$ cat src/rtl/i2c_bt_pkg.sv
// Package: shared types of the I2C bit-timing generator.
// Assumes: state encodings are private to the block; nothing outside decodes them.
package i2c_bt_pkg;

    // Sequencer states
    typedef enum logic [2:0] {
        ST_IDLE,   // bus free, both lines released
        ST_HELD,   // bus owned, SCL pulled low between commands
        ST_LOW,    // SCL low phase of a command
        ST_HIGH,   // SCL high phase of a data bit
        ST_SU,     // SCL high, waiting for START setup
        ST_HD,     // SDA low, waiting for START hold
        ST_STO     // SCL high, waiting for STOP setup
    } bt_state_e;

    // What the current low phase prepares for
    typedef enum logic [1:0] {
        LK_DATA,   // drive a transmitted bit
        LK_SAMP,   // release SDA for the target to drive
        LK_RSTART, // release SDA ahead of a repeated START
        LK_STOP    // pull SDA ahead of a STOP
    } bt_low_e;

    // Captured phase counts (field widths fixed by the control word layout)
    typedef struct packed {
        logic [2:0] sda;
        logic [1:0] sta;
        logic [1:0] sto;
    } bt_phase_t;

endpackage

$ cat src/rtl/i2c_bt_timing.sv
// Module: i2c_bt_timing
// Captures the divider and control words when a command is accepted and
// derives the counter thresholds for every phase edge.
// Assumes: thresholds are compared against a counter that reads 0 in the
// first cycle of a phase; the caller loads only on command acceptance.
module i2c_bt_timing
    import i2c_bt_pkg::*;
#(
    parameter int DIV_W = 16,
    parameter int CNT_W = DIV_W + 7
) (
    input  logic               clk,
    input  logic               rst_n,
    input  logic               load,
    input  logic [2*DIV_W-1:0] div_word,
    input  logic [15:0]        ctrl_word,
    output logic [CNT_W-1:0]   t_sda,
    output logic [CNT_W-1:0]   t_low,
    output logic [CNT_W-1:0]   t_high,
    output logic [CNT_W-1:0]   t_su,
    output logic [CNT_W-1:0]   t_hd,
    output logic [CNT_W-1:0]   t_sto
);

    localparam logic [CNT_W-1:0] C1 = CNT_W'(1);
    localparam logic [CNT_W-1:0] C2 = CNT_W'(2);

    logic [2*DIV_W-1:0] div_q;
    bt_phase_t          ph_q;
    logic [CNT_W-1:0]   l_w, h_w, s_w, u_w, p_w;
    logic               unused_ctrl;

    assign unused_ctrl = ^{ctrl_word[7:0], ctrl_word[11]};

    // One capture register per divider; index 0 is low, index 1 is high
    for (genvar g = 0; g < 2; g++) begin : g_div
        logic [DIV_W-1:0] raw;
        logic [DIV_W-1:0] q;
        assign raw = div_word[g*DIV_W +: DIV_W];
        // capture a divider at acceptance, replacing zero by one
        always_ff @(posedge clk) begin
            if (!rst_n)
                q <= DIV_W'(1);
            else if (load)
                q <= (raw == '0) ? DIV_W'(1) : raw;
        end
        assign div_q[g*DIV_W +: DIV_W] = q;
    end

    // capture phase counts at acceptance, clamping the SDA count to 6
    always_ff @(posedge clk) begin
        if (!rst_n) begin
            ph_q <= '0;
        end else if (load) begin
            ph_q.sda <= (ctrl_word[10:8] == 3'd7) ? 3'd6 : ctrl_word[10:8];
            ph_q.sta <= ctrl_word[13:12];
            ph_q.sto <= ctrl_word[15:14];
        end
    end

    // derive phase thresholds from the captured settings
    always_comb begin
        l_w    = CNT_W'(div_q[DIV_W-1:0]) + C1;
        h_w    = CNT_W'(div_q[2*DIV_W-1:DIV_W]) + C1;
        s_w    = CNT_W'(ph_q.sda) + C1;
        u_w    = CNT_W'(ph_q.sta) + C1;
        p_w    = CNT_W'(ph_q.sto) + C1;
        t_sda  = (l_w * s_w) - C1;
        t_low  = (l_w << 3) - C2;
        t_high = (h_w << 3) - C1;
        t_su   = (h_w * u_w) << 3;
        t_hd   = ((h_w * (u_w + C1)) << 3) - C2;
        t_sto  = (h_w * p_w) << 3;
    end

endmodule

$ cat src/rtl/i2c_bt_count.sv
// Module: i2c_bt_count
// Phase counter: cleared at the start of each phase, counts while enabled.
// Assumes: clear has priority over enable; wrap-around is never reached
// because thresholds stay below 2**CNT_W.
module i2c_bt_count #(
    parameter int CNT_W = 23
) (
    input  logic             clk,
    input  logic             rst_n,
    input  logic             en,
    input  logic             clr,
    output logic [CNT_W-1:0] cnt
);

    // count cycles spent in the current phase
    always_ff @(posedge clk) begin
        if (!rst_n)
            cnt <= '0;
        else if (clr)
            cnt <= '0;
        else if (en)
            cnt <= cnt + CNT_W'(1);
    end

endmodule

$ cat src/rtl/i2c_bit_timer.sv
// Module: i2c_bit_timer (top)
// Sequences START, repeated START, data bit, sample and STOP waveforms on
// open-drain SCL/SDA enables, placing each edge at a programmed count.
// Assumes: one command per done pulse; no clock stretching or arbitration;
// sda_in is already synchronous to clk.
module i2c_bit_timer
    import i2c_bt_pkg::*;
#(
    parameter int DIV_W = 16
) (
    input  logic               clk,
    input  logic               rst_n,
    input  logic [2*DIV_W-1:0] div_word,
    input  logic [15:0]        ctrl_word,
    input  logic               cmd_start,
    input  logic               cmd_stop,
    input  logic               cmd_send,
    input  logic               cmd_sample,
    input  logic               data_in,
    input  logic               sda_in,
    output logic               scl_pd,
    output logic               sda_pd,
    output logic               busy,
    output logic               done,
    output logic               rx_bit
);

    localparam int CNT_W = DIV_W + 7;

    bt_state_e        state_q;
    bt_low_e          kind_q;
    logic             data_q;
    logic [CNT_W-1:0] cnt;
    logic [CNT_W-1:0] t_sda, t_low, t_high, t_su, t_hd, t_sto;
    logic             at_idle, at_held;
    logic             go_start, go_stop, go_send, go_samp, accept;
    logic             phase_hit, sda_hit;

    // decode the state and the prioritised command strobes
    always_comb begin
        at_idle  = (state_q == ST_IDLE);
        at_held  = (state_q == ST_HELD);
        go_start = cmd_start && (at_idle || at_held);
        go_stop  = !cmd_start && cmd_stop && at_held;
        go_send  = !cmd_start && !cmd_stop && cmd_send && at_held;
        go_samp  = !cmd_start && !cmd_stop && !cmd_send && cmd_sample && at_held;
        accept   = go_start || go_stop || go_send || go_samp;
    end

    // detect the end of the current phase and the SDA update point
    always_comb begin
        unique case (state_q)
            ST_LOW:  phase_hit = (cnt == t_low);
            ST_HIGH: phase_hit = (cnt == t_high);
            ST_SU:   phase_hit = (cnt == t_su);
            ST_HD:   phase_hit = (cnt == t_hd);
            ST_STO:  phase_hit = (cnt == t_sto);
            default: phase_hit = 1'b0;
        endcase
        sda_hit = (state_q == ST_LOW) && (cnt == t_sda);
    end

    assign busy = !(at_idle || at_held);

    i2c_bt_timing #(
        .DIV_W (DIV_W),
        .CNT_W (CNT_W)
    ) u_timing (
        .clk       (clk),
        .rst_n     (rst_n),
        .load      (accept),
        .div_word  (div_word),
        .ctrl_word (ctrl_word),
        .t_sda     (t_sda),
        .t_low     (t_low),
        .t_high    (t_high),
        .t_su      (t_su),
        .t_hd      (t_hd),
        .t_sto     (t_sto)
    );

    i2c_bt_count #(
        .CNT_W (CNT_W)
    ) u_count (
        .clk   (clk),
        .rst_n (rst_n),
        .en    (busy),
        .clr   (accept || phase_hit),
        .cnt   (cnt)
    );

    // sequence the phases and drive the line enables
    always_ff @(posedge clk) begin
        if (!rst_n) begin
            state_q <= ST_IDLE;
            kind_q  <= LK_DATA;
            data_q  <= 1'b0;
            scl_pd  <= 1'b0;
            sda_pd  <= 1'b0;
            done    <= 1'b0;
            rx_bit  <= 1'b0;
        end else begin
            done <= 1'b0;
            unique case (state_q)
                ST_IDLE: begin
                    if (go_start)
                        state_q <= ST_SU;
                end
                ST_HELD: begin
                    if (go_start) begin
                        state_q <= ST_LOW;
                        kind_q  <= LK_RSTART;
                    end else if (go_stop) begin
                        state_q <= ST_LOW;
                        kind_q  <= LK_STOP;
                    end else if (go_send) begin
                        state_q <= ST_LOW;
                        kind_q  <= LK_DATA;
                        data_q  <= data_in;
                    end else if (go_samp) begin
                        state_q <= ST_LOW;
                        kind_q  <= LK_SAMP;
                    end
                end
                ST_LOW: begin
                    if (sda_hit) begin
                        unique case (kind_q)
                            LK_DATA: sda_pd <= !data_q;
                            LK_STOP: sda_pd <= 1'b1;
                            default: sda_pd <= 1'b0;
                        endcase
                    end
                    if (phase_hit) begin
                        scl_pd <= 1'b0;
                        unique case (kind_q)
                            LK_RSTART: state_q <= ST_SU;
                            LK_STOP:   state_q <= ST_STO;
                            default:   state_q <= ST_HIGH;
                        endcase
                    end
                end
                ST_HIGH: begin
                    if (phase_hit) begin
                        scl_pd  <= 1'b1;
                        done    <= 1'b1;
                        state_q <= ST_HELD;
                        if (kind_q == LK_SAMP)
                            rx_bit <= sda_in;
                    end
                end
                ST_SU: begin
                    if (phase_hit) begin
                        sda_pd  <= 1'b1;
                        state_q <= ST_HD;
                    end
                end
                ST_HD: begin
                    if (phase_hit) begin
                        scl_pd  <= 1'b1;
                        done    <= 1'b1;
                        state_q <= ST_HELD;
                    end
                end
                ST_STO: begin
                    if (phase_hit) begin
                        sda_pd  <= 1'b0;
                        done    <= 1'b1;
                        state_q <= ST_IDLE;
                    end
                end
                default: state_q <= ST_IDLE;
            endcase
        end
    end

endmodule

$ cat config.mk
export PLATFORM = sky130hd
export DESIGN_NAME = i2c_bit_timer
export DESIGN_NICKNAME = d
export VERILOG_FILES = /design/src/rtl/i2c_bt_pkg.sv /design/src/rtl/i2c_bt_timing.sv /design/src/rtl/i2c_bt_count.sv /design/src/rtl/i2c_bit_timer.sv
export SDC_FILE = /design/constraint.sdc
export NUM_CORES = 1
export LEC_CHECK = 0
export ABC_AREA = 1
export BUFFER_PORTS_ARGS = -buffer_cell sky130_fd_sc_hd__buf_2
export CORE_MARGIN = 1.5
export CORE_UTILIZATION = 45
export DETAILED_ROUTE_END_ITERATION = 16
export SETUP_SLACK_MARGIN = 0.5
export SYNTH_ARGS = -nofsm -noshare
export SYNTH_HDL_FRONTEND = slang
export SYNTH_SLANG_ARGS = --single-unit
$ cat constraint.sdc
create_clock -name clk -period 9.5 [get_ports clk]
set_input_delay 1.9 -clock clk [delete_from_list [all_inputs] [get_ports clk]]
set_output_delay 1.9 -clock clk [all_outputs]
set_load 0.02 [all_outputs]
==> results_tabular.tex, run 1 <==
\begin{tabular}{lr}
\hline
Metric & Value \\
\hline
\multicolumn{2}{l}{\textbf{Power and ir drop}} \\
Total power per unit cell area & 232 mW/mm² \\
Internal Dissipation & 1.53 mW \\
IR Drop Worst-Case VDD & 0.153 mV \\
Part of the power in the clock network & 9.7\% \\
Reported leakage power & 8.46 nW \\
Power share of the sequential group & 11.4\% \\
Post-route total power & 3.66 mW \\
Switching fraction of total power & 58.1\% \\
Combinational power share & 78.9\% \\
Switching component of the power & 2.13 mW \\
\multicolumn{2}{l}{\textbf{Die}} \\
Site Rows & 66 \\
Boundary Pins & 61 \\
Initial core utilization & 45.6\% \\
Die Footprint & 0.0340 mm² \\
Die Span Y & 184 µm \\
Area of the core & 0.0325 mm² \\
Die extent in x & 184 µm \\
\multicolumn{2}{l}{\textbf{Routing}} \\
Number of DRC violations after detailed-routing iteration 0 & 1195 \\
Number of nets still failing antenna checks after routing & 0 \\
Drt total wl & 45400 µm \\
Number of vias after detailed routing & 15.1k \\
Average wire length per cell after detail routing & 16.0 µm \\
Post-route DRC & 0 \\
Per-cell via count in the routed design & 5.32 \\
Number of iterations in the first detailed-routing pass & 6 \\
\multicolumn{2}{l}{\textbf{Logic synthesis}} \\
Mapped Area & 0.0148 mm² \\
Share of flip-flops with an asynchronous set or reset after synthesis & 0\% \\
Total number of yosys warnings & 0 \\
Proportion of synthesized chip area in sequential cells & 9.75\% \\
Cell count after synthesis & 2367 \\
Mapped Nets & 2700 \\
Number of enable-type register cells in the synthesized netlist & 0 \\
Yosys cell types & 51 \\
Synthesis-stage register bit count & 72 \\
Post-synthesis area per instance & 6.25 µm² \\
Leading register cell type out of synthesis & sky130\_fd\_sc\_hd\_\_dfxtp\_1 \\
\multicolumn{2}{l}{\textbf{Setup path}} \\
Critical path's top delay family & simple AND/OR/NAND/NOR gates \\
Worst path depth & 36 \\
Startpoint class of the critical path & flop \\
CP Capture Point & u\_count.cnt[3] \\
Worst-case reg-to-reg path depth & 36 \\
Critical Path AT & 7.96 ns \\
Slowest Stage Delay on Critical Path & 0.53 ns \\
Crit Reg-Reg Startpoint & u\_timing.ph\_q[2] \\
Worst R2R Setup Slack & 1.76 ns \\
Maximum fanout encountered on the critical timing path & 24 \\
Critical path type & flop to flop \\
Required time at the endpoint of the critical path & 9.72 ns \\
Count of buffering cells on the critical path with inverters included & 8 \\
Endpoint kind of the worst setup timing path & flop \\
Critical path startpoint & u\_timing.ph\_q[2] \\
Cell with the biggest individual delay on the critical path & sky130\_fd\_sc\_hd\_\_fa\_1 \\
Reg-to-reg critical path endpoint & u\_count.cnt[3] \\
\multicolumn{2}{l}{\textbf{Clock tree}} \\
TritonCTS clock tree & yes \\
Longest Clk Path Bufs & 2 \\
Hold buffer count at CTS & 0 \\
CTS H-Tree Depth & 3 \\
Number of buffers inserted to repair setup after CTS & 0 \\
CTS sink cnt & 72 \\
Root Driver & sky130\_fd\_sc\_hd\_\_clkbuf\_16 \\
Clock transition at the registers of the reported paths & 0.06 ns \\
TritonCTS buffer count & 9 \\
Clock insertion delay at the later pin of the skew report & 0.36 ns \\
Post-cts resize count & 0 \\
\multicolumn{2}{l}{\textbf{Global route}} \\
Number of antenna violations at the first check in global routing & 0 \\
Via count of the first global-routing pass & 14.0k \\
Gr ovfl total & 0 \\
Total routing resource utilization after global routing & 27.3\% \\
Pin count of the biggest net entering global routing & 42 \\
First-pass GRT wire length & 72300 µm \\
\multicolumn{2}{l}{\textbf{Hold path}} \\
Worst Hold Depth & 2 \\
Worst hold path class & flop to flop \\
\multicolumn{2}{l}{\textbf{Timing}} \\
Final TNS setup & 0 ns \\
Post-route clock skew & 0.0101 ns \\
Actual slew at the worst max-slew pin & 1.01 ns \\
Maximum clock frequency & 129 MHz \\
Crit path setup slack, layout & 1.76 ns \\
Post-route minimum period & 7.74 ns \\
Max Transition Viols Final & 0 \\
Period utilization & 81.5\% \\
Relative max-transition margin & 32.3\% \\
Setup Viol. Count Final & 0 \\
Final Hold Fails & 0 \\
Setup repair after global routing missed its margin & no \\
\multicolumn{2}{l}{\textbf{Placement}} \\
Worst slack at placement & 1.84 ns \\
Placed Cells incl. Taps & 2824 \\
Detailed placer's ending HPWL & 38000 µm \\
Count of input and output buffers & 51 \\
Final weighted congestion of routability-driven global placement & 0.941 \\
\multicolumn{2}{l}{\textbf{Cells and area}} \\
Area overhead of the layout relative to synthesis & 6.82\% \\
Most common library cell in the layout ignoring fill and taps & sky130\_fd\_sc\_hd\_\_nand2\_1 \\
Ratio of cells with drive above 1 in the final layout & 7.13\% \\
Most frequent cells in the layout & sky130\_fd\_sc\_hd\_\_nand2\_1, sky130\_fd\_sc\_hd\_\_nor2\_1, sky130\_fd\_sc\_hd\_\_inv\_1 \\
Net count reported at finish & 2726 \\
Antenna diode count & 0 \\
Final instance count without filler cells & 2839 \\
Final design utilization & 48.7\% \\
Number of fill cells in the layout & 3467 \\
\multicolumn{2}{l}{\textbf{Flow run}} \\
Max-cap violations & 0 \\
\multicolumn{2}{l}{\textbf{Outcome}} \\
Result of the run & complete, no violations \\
\hline
\end{tabular}
## worst min-delay path by stage
stage | start | to | slack [ns]
floorplan | u_timing.ph_q[1] | u_timing.ph_q[1] | 0.42
global placement | u_timing.g_div[0].q[11] | u_timing.g_div[0].q[11] | 0.47
detailed placement | sda_pd | sda_pd | 0.47
CTS | u_timing.g_div[0].q[11] | u_timing.g_div[0].q[11] | 0.48
global route | u_timing.g_div[0].q[11] | u_timing.g_div[0].q[11] | 0.52
finish | u_timing.g_div[0].q[11] | u_timing.g_div[0].q[11] | 0.48
## through the flow
step | cell area [µm²] | hold slack (ns)
CTS | 15800 | 0.481
global placement | 15500 | 0.470
floorplan | 14800 | 0.423
detailed placement | 15500 | 0.471
global route | 15800 | 0.516
finish | 15800 | 0.480
## cells by family after synthesis
family / count (synthesis) / share of synthesized area (%)
AOI/OAI and AO/OA: 216 / 7.92
adders and majority gates: 277 / 28.1
buffers and inverters: 398 / 10.3
DFF: 72 / 9.75
and+or+nand+nor: 1335 / 39.8
xor gates and xnor gates: 69 / 4.14
## worst register-to-register path, delay by kind of cell (launching register included)
| kind | cells | cell delay, ns |
|---|---|---|
| buffers and inverters | 8 | 1.46 |
| AND/OR/NAND/NOR | 19 | 2.88 |
| flip-flops | 1 | 0.34 |
| adder cells (fa/ha/maj) | 8 | 2.75 |
| AO/OA/AOI/OAI | 1 | 0.18 |
## state kept, by name (all words and copies together) (netlist names)
name              count
data_q                1
done                  1
kind_q                2
rx_bit                1
scl_pd                1
sda_pd                1
state_q               3
u_count.cnt          23
u_timing.g_div.q     32
u_timing.ph_q         7
## synth_stat cells, drive strengths merged (3+ instances only)
| library cell | count | area [µm²] |
|---|---|---|
| clkbuf | 34 | 128 |
| xnor2 | 19 | 166 |
| buf | 19 | 101 |
| xor2 | 50 | 445 |
| nor3b | 9 | 82.6 |
| nand3 | 233 | 1220 |
| a21oi | 88 | 440 |
| nor4 | 15 | 93.8 |
| o21ai | 92 | 468 |
| fa | 91 | 1820 |
| a31oi | 7 | 43.8 |
| dfxtp | 72 | 1440 |
| clkinv | 4 | 15.0 |
| o22ai | 3 | 18.8 |
| o21bai | 8 | 60.1 |
| nand3b | 14 | 105 |
| ha | 186 | 2330 |
| nand2 | 603 | 2310 |
| nand4 | 56 | 350 |
| a21boi | 5 | 37.5 |
| or2 | 7 | 43.8 |
| nor2 | 369 | 1510 |
| inv | 341 | 1280 |
| nor3 | 26 | 151 |
## layout make-up
| class | instances | area, µm² | share of cell area (%) |
|---|---|---|---|
| clock buffer | 11 | 243 | 1.54 |
| clock inverter | 4 | 53.8 | 0.341 |
| inverter | 345 | 1290 | 8.20 |
| multi-input combinational | 1897 | 11800 | 74.9 |
| sequential | 72 | 1440 | 9.12 |
| tap | 442 | 553 | 3.50 |
| timing repair buffer | 68 | 383 | 2.42 |
## per-layer routing
layer	vias up	global-route usage [%]	routed length, µm
li1	7668	-	-
met1	6995	38.3	21800
met2	387	43.7	19900
met3	58	3.79	2750
met4	0	7.64	996
met5	-	0	0
## power groups by stage
stage                     sequential (mW)  combinational [mW]  clock (mW)
after floorplan                     0.403                2.18           0
after global placement              0.423                2.81           0
after detailed placement            0.423                2.85           0
after CTS                           0.417                2.87       0.358
after global routing                0.426                3.28       0.371
final                               0.418                2.89       0.354
No activity file was read; power rests on OpenSTA's default activity.
==> inputs of run 2 (changes only) <==
--- a/config.mk
+++ b/config.mk
@@ -5,7 +5,7 @@
 export SDC_FILE = /design/constraint.sdc
 export NUM_CORES = 1
 export LEC_CHECK = 0
-export ABC_AREA = 1
+export ABC_AREA = 0
 export BUFFER_PORTS_ARGS = -buffer_cell sky130_fd_sc_hd__buf_2
 export CORE_MARGIN = 1.5
 export CORE_UTILIZATION = 45
==> constraint.sdc (replaced) <==
create_clock -name clk -period 7.65 [get_ports clk]
set_input_delay 1.53 -clock clk [delete_from_list [all_inputs] [get_ports clk]]
set_output_delay 1.53 -clock clk [all_outputs]
set_load 0.02 [all_outputs]
==> run 2 against run 1 <==
Net effect: via count down 8.4%; setup slack got worse by 1.4 ns; cell count decreased by 17%; clock skew increased by 0.0024 ns; clock power rose by 28%; first-iteration DRC count fell by 7.9%.
==> results_tabular.tex, run 2 <==
\begin{tabular}{lr}
\hline
Metric & Value \\
\hline
\multicolumn{2}{l}{\textbf{Timing}} \\
Relative max-transition margin & 21.1\% (was 32.3\%) \\
Max Transition Viols Final & 0 (unchanged) \\
Setup Viol. Count Final & 0 (unchanged) \\
Maximum clock frequency & 138 MHz (was 129 MHz) \\
Post-route clock skew & 0.0125 ns (was 0.0101 ns) \\
Actual slew at the worst max-slew pin & 1.15 ns (was 1.01 ns) \\
Final Hold Fails & 0 (unchanged) \\
Crit path setup slack, layout & 0.399 ns (was 1.76 ns) \\
Final TNS setup & 0 ns (unchanged) \\
Setup repair after global routing missed its margin & yes (was no) \\
Period utilization & 94.8\% (was 81.5\%) \\
Post-route minimum period & 7.25 ns (was 7.74 ns) \\
\multicolumn{2}{l}{\textbf{Routing}} \\
Number of iterations in the first detailed-routing pass & 5 (was 6) \\
Routed length on met1 & 21000 µm (was 21800 µm) \\
DR WL met3 & 2680 µm (was 2750 µm) \\
Number of vias after detailed routing & 13.8k (was 15.1k) \\
Drt total wl & 43800 µm (was 45400 µm) \\
Wire length on met2 & 19400 µm (was 19900 µm) \\
Per-cell via count in the routed design & 5.88 (was 5.32) \\
Average wire length per cell after detail routing & 18.6 µm (was 16.0 µm) \\
Number of nets still failing antenna checks after routing & 0 (unchanged) \\
Highest routed layer & met4 (unchanged) \\
Post-route DRC & 0 (unchanged) \\
Number of DRC violations after detailed-routing iteration 0 & 1100 (was 1195) \\
\multicolumn{2}{l}{\textbf{Setup path}} \\
Crit Reg-Reg Startpoint & u\_timing.g\_div[1].q[4] (was u\_timing.ph\_q[2]) \\
Cell occurring most often along the worst timing path & sky130\_fd\_sc\_hd\_\_ha\_4 \\
Startpoint class of the critical path & flop (unchanged) \\
Cell with the biggest individual delay on the critical path & sky130\_fd\_sc\_hd\_\_fa\_2 (was sky130\_fd\_sc\_hd\_\_fa\_1) \\
Critical path type & flop to flop (unchanged) \\
Endpoint kind of the worst setup timing path & flop (unchanged) \\
Critical path startpoint & u\_timing.g\_div[1].q[4] (was u\_timing.ph\_q[2]) \\
Count of buffering cells on the critical path with inverters included & 5 (was 8) \\
Critical path's top delay family & adder cells (was simple AND/OR/NAND/NOR gates) \\
Critical Path AT & 7.49 ns (was 7.96 ns) \\
Required time at the endpoint of the critical path & 7.89 ns (was 9.72 ns) \\
Slowest Stage Delay on Critical Path & 0.56 ns (was 0.53 ns) \\
Maximum fanout encountered on the critical timing path & 7 (was 24) \\
\multicolumn{2}{l}{\textbf{Logic synthesis}} \\
Leading register cell type out of synthesis & sky130\_fd\_sc\_hd\_\_dfxtp\_1 (unchanged) \\
Proportion of synthesized chip area in sequential cells & 10.1\% (was 9.75\%) \\
Yosys cell types & 87 (was 51) \\
Cell count after synthesis & 1865 (was 2367) \\
Total number of yosys warnings & 0 (unchanged) \\
Share of flip-flops with an asynchronous set or reset after synthesis & 0\% (unchanged) \\
Mapped Nets & 2198 (was 2700) \\
Proportion of netlist area held by the largest area contributor & 16.3\% (was 15.7\%) \\
Number of enable-type register cells in the synthesized netlist & 0 (unchanged) \\
Most area-consuming cells after synthesis & sky130\_fd\_sc\_hd\_\_ha\_1, sky130\_fd\_sc\_hd\_\_fa\_1, sky130\_fd\_sc\_hd\_\_dfxtp\_1 (was sky130\_fd\_sc\_hd\_\_ha\_1, sky130\_fd\_sc\_hd\_\_nand2\_1, sky130\_fd\_sc\_hd\_\_fa\_1) \\
Most numerous cell in the Yosys netlist & sky130\_fd\_sc\_hd\_\_nor2\_1 (was sky130\_fd\_sc\_hd\_\_nand2\_1) \\
Synthesis-stage register bit count & 72 (unchanged) \\
Mapped Area & 0.0143 mm² (was 0.0148 mm²) \\
Post-synthesis area per instance & 7.66 µm² (was 6.25 µm²) \\
Cell type with the largest total area after synthesis & sky130\_fd\_sc\_hd\_\_ha\_1 (unchanged) \\
List of most frequent post-synthesis cells & sky130\_fd\_sc\_hd\_\_nor2\_1, sky130\_fd\_sc\_hd\_\_nand2\_1, sky130\_fd\_sc\_hd\_\_ha\_1 (was sky130\_fd\_sc\_hd\_\_nand2\_1, sky130\_fd\_sc\_hd\_\_nor2\_1, sky130\_fd\_sc\_hd\_\_inv\_1) \\
\multicolumn{2}{l}{\textbf{Cells and area}} \\
Net count reported at finish & 2280 (was 2726) \\
Antenna diode count & 0 (unchanged) \\
Area overhead of the layout relative to synthesis & 18.3\% (was 6.82\%) \\
Most frequent cells in the layout & sky130\_fd\_sc\_hd\_\_nand2\_1, sky130\_fd\_sc\_hd\_\_nor2\_1, sky130\_fd\_sc\_hd\_\_ha\_1 (was sky130\_fd\_sc\_hd\_\_nand2\_1, sky130\_fd\_sc\_hd\_\_nor2\_1, sky130\_fd\_sc\_hd\_\_inv\_1) \\
Ratio of cells with drive above 1 in the final layout & 18.3\% (was 7.13\%) \\
Reg area & 0.00147 mm² (was 0.00144 mm²) \\
Final instance count without filler cells & 2354 (was 2839) \\
Number of fill cells in the layout & 2996 (was 3467) \\
Largest registers & u\_timing.g\_div.q (32), u\_count.cnt (23), u\_timing.ph\_q (7) (unchanged) \\
Flip-flop count of the largest register, all copies and words added & 32 (unchanged) \\
Final design utilization & 53.8\% (was 48.7\%) \\
Area of the multi-input gates & 0.0129 mm² (was 0.0118 mm²) \\
Most common library cell in the layout ignoring fill and taps & sky130\_fd\_sc\_hd\_\_nand2\_1 (unchanged) \\
Largest reg by FF count & u\_timing.g\_div.q (unchanged) \\
\multicolumn{2}{l}{\textbf{Flow run}} \\
Max-cap violations & 0 (unchanged) \\
\multicolumn{2}{l}{\textbf{Power and ir drop}} \\
Reported leakage power & 7.49 nW (was 8.46 nW) \\
Combinational power share & 61.9\% (was 78.9\%) \\
Internal Dissipation & 1.27 mW (was 1.53 mW) \\
IR Drop Worst-Case VDD & 0.103 mV (was 0.153 mV) \\
Power share of the sequential group & 19.1\% (was 11.4\%) \\
Switching component of the power & 1.10 mW (was 2.13 mW) \\
Switching fraction of total power & 46.2\% (was 58.1\%) \\
Part of the power in the clock network & 19.1\% (was 9.7\%) \\
Total power per unit cell area & 140 mW/mm² (was 232 mW/mm²) \\
\multicolumn{2}{l}{\textbf{Global route}} \\
First-pass GRT wire length & 69300 µm (was 72300 µm) \\
Total routing resource utilization after global routing & 26.2\% (was 27.3\%) \\
Pin count of the biggest net entering global routing & 38 (was 42) \\
Via count of the first global-routing pass & 13.1k (was 14.0k) \\
Number of antenna violations at the first check in global routing & 0 (unchanged) \\
Gr ovfl total & 0 (unchanged) \\
\multicolumn{2}{l}{\textbf{Placement}} \\
Count of input and output buffers & 51 (unchanged) \\
Placed Cells incl. Taps & 2291 (was 2824) \\
Detailed placer's ending HPWL & 34600 µm (was 38000 µm) \\
Final weighted congestion of routability-driven global placement & 0.912 (was 0.941) \\
Worst slack at placement & 0.0297 ns (was 1.84 ns) \\
\multicolumn{2}{l}{\textbf{Clock tree}} \\
TritonCTS clock tree & yes (unchanged) \\
TritonCTS buffer count & 9 (unchanged) \\
Root Driver & sky130\_fd\_sc\_hd\_\_clkbuf\_16 (unchanged) \\
Longest Clk Path Bufs & 2 (unchanged) \\
CTS sink cnt & 72 (unchanged) \\
Clock insertion delay at the later pin of the skew report & 0.35 ns (was 0.36 ns) \\
CTS H-Tree Depth & 3 (unchanged) \\
Clock transition at the registers of the reported paths & 0.07 ns (was 0.06 ns) \\
Hold buffer count at CTS & 0 (unchanged) \\
\multicolumn{2}{l}{\textbf{Die}} \\
Die extent in x & 181 µm (was 184 µm) \\
Die Span Y & 181 µm (was 184 µm) \\
Site Rows & 65 (was 66) \\
Initial core utilization & 45.5\% (was 45.6\%) \\
Boundary Pins & 61 (unchanged) \\
Area of the core & 0.0314 mm² (was 0.0325 mm²) \\
Die Footprint & 0.0328 mm² (was 0.0340 mm²) \\
\multicolumn{2}{l}{\textbf{Hold path}} \\
Origin of the worst min-delay path & scl\_pd (was u\_timing.g\_div[0].q[11]) \\
Worst hold path class & flop to flop (unchanged) \\
\multicolumn{2}{l}{\textbf{Outcome}} \\
Result of the run & complete, no violations (unchanged) \\
\hline
\end{tabular}
==> run 2: cell count changes after synthesis, moves of 20 or more <==
cell	before	now
sky130_fd_sc_hd__o21ai_0	84	51
sky130_fd_sc_hd__and3_1	2	22
sky130_fd_sc_hd__clkbuf_1	34	78
sky130_fd_sc_hd__and2_1	0	34
sky130_fd_sc_hd__nand3_1	223	37
sky130_fd_sc_hd__nand2_1	585	187
sky130_fd_sc_hd__nor2b_1	0	61
sky130_fd_sc_hd__inv_1	324	131
sky130_fd_sc_hd__xnor2_1	19	101
sky130_fd_sc_hd__nor2_1	341	198
==> run 2: kinds of logic after synthesis <==
| family | count (synthesis) | synth area share, % |
|---|---|---|
| flops | 72 | 10.1 |
| buf+inv | 232 | 6.30 |
| xor+xnor | 164 | 10.2 |
| fa+ha+maj | 277 | 29.0 |
| compound gates | 352 | 16.4 |
| simple gates | 748 | 26.5 |
| mux | 20 | 1.42 |
==> run 2: per-stage QoR <==
| step | cell area [µm²] | total power [mW] | hold slack (ns) |
|---|---|---|---|
| after global routing | 16900 | 2.54 | 0.498 |
| after detailed placement | 15300 | 1.80 | 0.466 |
| after CTS | 16400 | 2.31 | 0.476 |
| final | 16900 | 2.37 | 0.470 |
| after global placement | 15300 | 1.78 | 0.463 |
| after floorplan | 14500 | 1.42 | 0.440 |
==> run 2: power groups by stage <==
stage	Combinational, mW	Sequential [mW]	Clock [mW]
floorplan	1.00	0.422	0
global placement	1.32	0.455	0
detailed placement	1.34	0.457	0
CTS	1.40	0.449	0.457
global route	1.61	0.455	0.479
finish	1.47	0.451	0.452
==> run 2: worst reg2reg max path, delay by kind of cell (launching register included) <==
| family | cells | cell delay, ns |
|---|---|---|
| AOI/OAI and AO/OA | 3 | 0.91 |
| xor gates and xnor gates | 3 | 0.60 |
| adders and majority gates | 7 | 2.34 |
| buffers and inverters | 5 | 0.56 |
| DFF | 1 | 0.41 |
| muxes | 1 | 0.32 |
| and+or+nand+nor | 11 | 2.02 |
==> run 2: worst paths after layout <==
check | endpoint | slack [ns] | cells after the start
max | u_count.cnt[12] | 0.40 | 30
min | scl_pd | 0.47 | 2
max reg2reg | u_count.cnt[12] | 0.40 | 30
min reg2reg | scl_pd | 0.47 | 2
==> run 2: cell type report <==
cell class / instances / share of cell area, %
clock buffers: 9 / 1.33
well taps: 402 / 2.98
flip-flops and latches: 72 / 8.68
multi-input cells: 1561 / 76.3
repair buffers: 171 / 7.30
clock inverters: 7 / 0.518
inverters: 132 / 2.93
==> run 2: metal layers <==
metal | track usage, % | vias up
met1 | 38.5 | 6692
met3 | 2.58 | 41
met5 | 0 | -
met4 | 5.67 | 0
li1 | - | 6664
met2 | 41.4 | 439
==> run 2: timing repair <==
action / CTS / global route
setup buffers: 25 / 20
pin swaps: 56 / 66
setup endpoints to repair: 30 / 30
gates cloned: 0 / 2
resized for setup: 83 / 74
